$ cat src/rtl/drn_pkg.sv
package drn_pkg;
    localparam int DRN_LANES = 27;
    localparam int DRN_LW    = 6;
    localparam int DRN_COLS  = 24;
endpackage

$ cat src/rtl/drn_modsub.sv
module drn_modsub #(
    parameter int LANES = 27,
    parameter int SW    = 5
) (
    input  logic [SW-1:0] want_i,
    input  logic [SW-1:0] have_i,
    output logic [SW-1:0] diff_o
);
    logic [SW:0] raw;
    logic [SW:0] wrapped;

    assign raw     = {1'b0, want_i} - {1'b0, have_i};
    assign wrapped = raw + (SW+1)'(LANES);
    // negative raw difference folds back into 0..LANES-1
    assign diff_o  = raw[SW] ? wrapped[SW-1:0] : raw[SW-1:0];
endmodule

$ cat src/rtl/drn_rotator.sv
module drn_rotator #(
    parameter int LANES = 27,
    parameter int LW    = 6,
    parameter int SW    = 5,
    localparam int WW   = LANES * LW
) (
    input  logic [WW-1:0] data_i,
    input  logic [SW-1:0] amt_i,
    output logic [WW-1:0] data_o
);
    logic [SW:0][WW-1:0] stg;

    assign stg[0] = data_i;

    for (genvar k = 0; k < SW; k++) begin : g_stage
        localparam int R = (1 << k) % LANES;
        if (R == 0) begin : g_pass
            assign stg[k+1] = stg[k];
        end else begin : g_rot
            // output lane j takes input lane j+R (cyclic)
            assign stg[k+1] = amt_i[k] ? {stg[k][R*LW-1:0], stg[k][WW-1:R*LW]}
                                       : stg[k];
        end
    end

    assign data_o = stg[SW];
endmodule

$ cat src/rtl/diff_rotate_net.sv
module diff_rotate_net
    import drn_pkg::*;
#(
    parameter int LANES = DRN_LANES,
    parameter int LW    = DRN_LW,
    parameter int COLS  = DRN_COLS,
    localparam int WW   = LANES * LW,
    localparam int SW   = $clog2(LANES),
    localparam int CW   = $clog2(COLS)
) (
    input  logic               clk_i,
    input  logic               rst_ni,
    input  logic               init_i,
    input  logic [COLS*SW-1:0] init_shift_i,
    input  logic               ld_i,
    input  logic               rd_req_i,
    input  logic               rd_ok_i,
    input  logic [CW-1:0]      col_i,
    input  logic [SW-1:0]      rd_shift_i,
    input  logic [WW-1:0]      word_i,
    input  logic               wb_en_i,
    input  logic [CW-1:0]      wb_col_i,
    input  logic [SW-1:0]      wb_shift_i,
    output logic               out_valid_o,
    output logic               out_load_o,
    output logic [WW-1:0]      out_word_o
);
    typedef struct packed {
        logic [COLS-1:0][SW-1:0] align;
        logic                    vld;
        logic                    ld;
        logic [WW-1:0]           word;
    } state_t;

    state_t        st_d, st_q;
    logic [SW-1:0] cur_align;
    logic [SW-1:0] diff_amt;
    logic [SW-1:0] rot_amt;
    logic [WW-1:0] rot_word;
    logic          fire;

    assign cur_align = st_q.align[col_i];

    drn_modsub #(.LANES(LANES), .SW(SW)) i_modsub (
        .want_i (rd_shift_i),
        .have_i (cur_align),
        .diff_o (diff_amt)
    );

    // a load aligns the raw channel word to the final-layer shift
    assign rot_amt = ld_i ? cur_align : diff_amt;

    drn_rotator #(.LANES(LANES), .LW(LW), .SW(SW)) i_rotator (
        .data_i (word_i),
        .amt_i  (rot_amt),
        .data_o (rot_word)
    );

    assign fire = ld_i | (rd_req_i & rd_ok_i);

    always_comb begin
        st_d     = st_q;
        st_d.vld = fire;
        st_d.ld  = ld_i;
        if (fire) begin
            st_d.word = rot_word;
        end
        if (init_i) begin
            for (int c = 0; c < COLS; c++) begin
                st_d.align[c] = init_shift_i[c*SW +: SW];
            end
        end else if (wb_en_i) begin
            st_d.align[wb_col_i] = wb_shift_i;
        end
    end

    always_ff @(posedge clk_i) begin
        if (!rst_ni) begin
            st_q <= '0;
        end else begin
            st_q <= st_d;
        end
    end

    assign out_valid_o = st_q.vld;
    assign out_load_o  = st_q.ld;
    assign out_word_o  = st_q.word;
endmodule

$ cat config.mk
export PLATFORM = sky130hd
export DESIGN_NAME = diff_rotate_net
export DESIGN_NICKNAME = d
export VERILOG_FILES = /design/src/rtl/drn_pkg.sv /design/src/rtl/drn_modsub.sv /design/src/rtl/drn_rotator.sv /design/src/rtl/diff_rotate_net.sv
export SDC_FILE = /design/constraint.sdc
export NUM_CORES = 1
export LEC_CHECK = 0
export BUFFER_PORTS_ARGS = -buffer_cell sky130_fd_sc_hd__buf_2
export CORE_UTILIZATION = 35
export DETAILED_ROUTE_END_ITERATION = 16
export MAX_ROUTING_LAYER = met4
export PLACE_DENSITY_LB_ADDON = 0.12
export SLEW_MARGIN = 15
export SYNTH_ARGS = -nofsm -noshare
export SYNTH_HDL_FRONTEND = slang
export SYNTH_HIERARCHICAL = 1
export SYNTH_SLANG_ARGS = --single-unit
$ cat constraint.sdc
create_clock -name clk_i -period 13.93 [get_ports clk_i]
set_clock_uncertainty 0.05 [all_clocks]
set_input_delay 2.786 -clock clk_i [delete_from_list [all_inputs] [get_ports clk_i]]
set_output_delay 2.786 -clock clk_i [all_outputs]
set_load 0.02 [all_outputs]
==> results.sh <==
export IMPL_final_max_slew_violation_count=0
export IMPL_synth_cell_types=40
export IMPL_globalRouteTotalUtil=0.274
export IMPL_post_synth_inst_count=2173
export IMPL_power_share_sequential=0.237
export IMPL_die_height_um=265
export IMPL_detail_route_antenna_nets=0
export IMPL_cts_tree="done"
export IMPL_vdd_ir_drop_max_mv=0.0861
export IMPL_maximum_level_of_the_cts_h_tree=2
export IMPL_finalSetupTns_ps=0
export IMPL_vias=19500
export IMPL_final_min_clock_period_ps=9570
export IMPL_dr_iter_0_viols=2017
export IMPL_flow_area_growth_from_synthesis_pct=12.5
export IMPL_post_synth_edffs=0
export IMPL_dpl_hpwl_um=74400
export IMPL_place_area_um2=25800
export IMPL_finalSetupViolations=0
export IMPL_final_core_util=0.397
export IMPL_hold_depth=2
export IMPL_r2r_setup_slack_ps=7230
export IMPL_async_reset_ff_frac=0
export IMPL_cts_resized=0
export IMPL_worstPathRequired_ps=14320
export IMPL_die_w_um=265
export IMPL_placed_cells=3179
export IMPL_placement_rows=96
export IMPL_grt_overflow=0
export IMPL_gp_congestion=0.976
export IMPL_total_leakage_power_nw=11.6
export IMPL_die_area_um2=70200
export IMPL_drc=0
export IMPL_route_detailed_wl_per_inst_um=29.1
export IMPL_tightest_slew_ps=1170
export IMPL_clock_tree_buffer_depth=3
export IMPL_sequential_element_share_of_the_synthesized_area=0.235
export IMPL_worstReg2RegStart="st_q[279]$_SDFFE_PN0P_"
export IMPL_cts_repair_timing_setup_buffer_count=0
export IMPL_worstPathArrival_ps=9950
export IMPL_critPathMaxStageDelay_ps=870
export IMPL_timing_rr_end="out_word_o[74]$_SDFFE_PN0P_"
export IMPL_vias_per_cell=5.93
export IMPL_instances_no_fill=3279
export IMPL_numPortBuffers=472
export IMPL_setup_worst_path_end="out_word_o[74]$_SDFFE_PN0P_"
export IMPL_drv_max_cap_violation_count=0
export IMPL_fin_worst_hold_slack_ps=409
export IMPL_criticalPathCategory="input port to flip-flop"
export IMPL_clockRootBuffer="sky130_fd_sc_hd__clkbuf_16"
export IMPL_internal_power_mw=2.80
export IMPL_warning_count_from_the_yosys_run=6
export IMPL_clkLatencyLatePin_ps=560
export IMPL_ys_ff_latch=284
export IMPL_power_density_cell_area_nw_per_um2=173
export IMPL_final_layout_size_suffix_gt1_frac=0.500
export IMPL_rr_worst_depth=19
export IMPL_hold_buffers=0
export IMPL_grt_start_max_net_pins=163
export IMPL_finalInstanceArea_um2=27200
export IMPL_grt_setup_unrepaired="no"
export IMPL_power_switching_fraction=0.405
export IMPL_hold_class="flip-flop to flip-flop"
export IMPL_synth_nets=2489
export IMPL_ys_dominant_reg_cell="sky130_fd_sc_hd__dfxtp_1"
export IMPL_cts_made_buffers=39
export IMPL_crit_chain="buf_2, buf_4, mux4_2, a22o_1, a31oi_1, nand2_1, ha_1, inv_1, fa_1, inv_1, ha_1, o21ai_0, nor2_1, a31oi_4, buf_4, buf_4, mux4_2, mux4_2, mux2_2, nand2_1, a21boi_0"
export IMPL_netSwitchingPower_mw=1.91
export IMPL_netlist_area_um2=24200
export IMPL_core_area_um2=68500
export IMPL_period_share=0.687
export IMPL_crit_fanout=55
export IMPL_cts_clk_slew_worst_paths_ps=50
export IMPL_grt_antenna_before_repair=39
export IMPL_crit_slowest_cell="sky130_fd_sc_hd__buf_4"
export IMPL_hold_path_startpoint="out_word_o[125]$_SDFFE_PN0P_"
export IMPL_result_of_the_run="finished, final reports clean"
export IMPL_fmaxAchievable_ghz=0.105
export IMPL_finish_net_count=2654
export IMPL_tritoncts_num_sinks=284
export IMPL_postSynthAreaPerCell_um2=11.1
export IMPL_crit_path_start="col_i[0]"
export IMPL_initial_core_util=0.353
export IMPL_nature_of_the_critical_path_endpoint="flip-flop"
export IMPL_finalWirelength_um=95400
export IMPL_crit_path_start_kind="input port"
export IMPL_top_level_ports=473
export IMPL_firstDrtPassIters=5
export IMPL_timing_final_hold_violations=0
export IMPL_clock_power_share=0.225
export IMPL_max_slew_margin_rel=0.217
export IMPL_grt_pass1_vias=19000
export IMPL_combinationalPowerShare=0.538
export IMPL_grt_first_pass_wirelength_um=138000
## registers in the layout, indices dropped and copies added (netlist names)
signal,flops
st_q,120
out_load_o,1
out_valid_o,1
out_word_o,162
## worst max-delay path: cells and delay by family
kind	cells	cell delay, ps
buffers and inverters	6	2600
multiplexers	4	2120
AO/OA/AOI/OAI	5	1140
adder cells (fa/ha/maj)	3	860
AND/OR/NAND/NOR	3	320
## cell families after synthesis
kind of cell               count (synthesis)  synth area share
AOI/OAI and AO/OA                        329             0.114
xor gates and xnor gates                   7           0.00254
adders and majority gates                  7           0.00393
buffers and inverters                    372            0.0888
DFF                                      284             0.235
muxes                                    656             0.459
and+or+nand+nor                          518            0.0972
## cells in the final DEF, fill, tap and decap left out, drive strengths merged, types with 2 or more instances in the layout
cell type / n
nor3: 2
nor3b: 5
o21ai: 2
xor2: 3
inv: 9
mux2i: 40
a22o: 5
nand3b: 4
a22oi: 15
nand3: 7
buf: 489
ha: 6
bufinv: 5
o211a: 120
clkinv: 9
a21oi: 10
diode: 33
xnor2: 4
a31oi: 11
a21o: 4
nand2: 351
mux2: 282
dfxtp: 284
and3b: 3
nor2b: 3
nand2b: 120
and2: 3
nor2: 17
clkinvlp: 3
a21boi: 162
mux4: 334
clkbuf: 48
## metrics by stage
step                      power (mW)  setup slack [ps]
after floorplan                 3.01              6470
after global placement          3.64              3630
after detailed placement        3.63              3680
after CTS                       4.72              4270
after global routing            4.92              3790
final                           4.71              4360
## worst min path at each step
stage | endpoint | slack (ps)
final | out_word_o[125]$_SDFFE_PN0P_ | 410
after global routing | out_word_o[61]$_SDFFE_PN0P_ | 420
after CTS | out_word_o[61]$_SDFFE_PN0P_ | 410
after detailed placement | out_word_o[61]$_SDFFE_PN0P_ | 400
after global placement | out_word_o[68]$_SDFFE_PN0P_ | 400
after floorplan | out_word_o[153]$_SDFFE_PN0P_ | 390
## area by class of cell
| class | count | area (µm²) |
|---|---|---|
| timing repair buffer | 489 | 2530 |
| tap | 882 | 1100 |
| inverter | 7 | 26.3 |
| clock buffer | 48 | 1070 |
| fill | 6686 | 41300 |
| clock inverter | 19 | 262 |
| antenna | 33 | 82.6 |
| sequential | 284 | 5690 |
| multi-input combinational | 1517 | 16400 |
## layer usage
layer / part of all wire / global-route usage / up-vias
met4: 0.035 / 0.0770 / 0
met3: 0.092 / 0.0629 / 140
met1: 0.40 / 0.351 / 9819
li1: - / - / 8458
met5: 0 / - / -
met2: 0.47 / 0.434 / 1037
## power groups by stage
stage	Combinational (mW)	Clock, mW	Sequential (mW)
2_1_floorplan	1.97	0	1.04
3_3_place_gp	2.51	0	1.12
3_5_place_dp	2.50	0	1.13
4_1_cts	2.52	1.08	1.11
5_1_grt	2.68	1.11	1.12
6_report	2.53	1.06	1.11
## synth_stat cells, types with 2 or more instances
cell type	n	area [µm²]
sky130_fd_sc_hd__and2_1	3	18.8
sky130_fd_sc_hd__nor3b_1	5	37.5
sky130_fd_sc_hd__xor2_1	3	26.3
sky130_fd_sc_hd__and3b_1	3	26.3
sky130_fd_sc_hd__a21boi_0	162	1220
sky130_fd_sc_hd__nand3_1	7	35.0
sky130_fd_sc_hd__nand2_1	351	1320
sky130_fd_sc_hd__nor2_4	2	22.5
sky130_fd_sc_hd__a21oi_1	10	50.1
sky130_fd_sc_hd__nand3b_1	4	30.0
sky130_fd_sc_hd__a21o_1	3	22.5
sky130_fd_sc_hd__clkbuf_1	141	529
sky130_fd_sc_hd__nor2b_1	3	18.8
sky130_fd_sc_hd__a22o_1	5	43.8
sky130_fd_sc_hd__a22oi_1	15	113
sky130_fd_sc_hd__o211a_1	120	1200
sky130_fd_sc_hd__ha_1	6	75.1
sky130_fd_sc_hd__a31oi_1	11	68.8
sky130_fd_sc_hd__nand2b_1	120	751
sky130_fd_sc_hd__buf_6	10	113
sky130_fd_sc_hd__xnor2_1	4	35.0
sky130_fd_sc_hd__mux2i_1	40	400
sky130_fd_sc_hd__mux4_2	334	7520
sky130_fd_sc_hd__buf_4	166	1250
sky130_fd_sc_hd__buf_1	13	48.8
sky130_fd_sc_hd__buf_2	34	170
sky130_fd_sc_hd__mux2_2	282	3180
sky130_fd_sc_hd__inv_1	7	26.3
sky130_fd_sc_hd__nor2_1	15	56.3
sky130_fd_sc_hd__dfxtp_1	284	5690
Power figures use the tool's default switching activity.
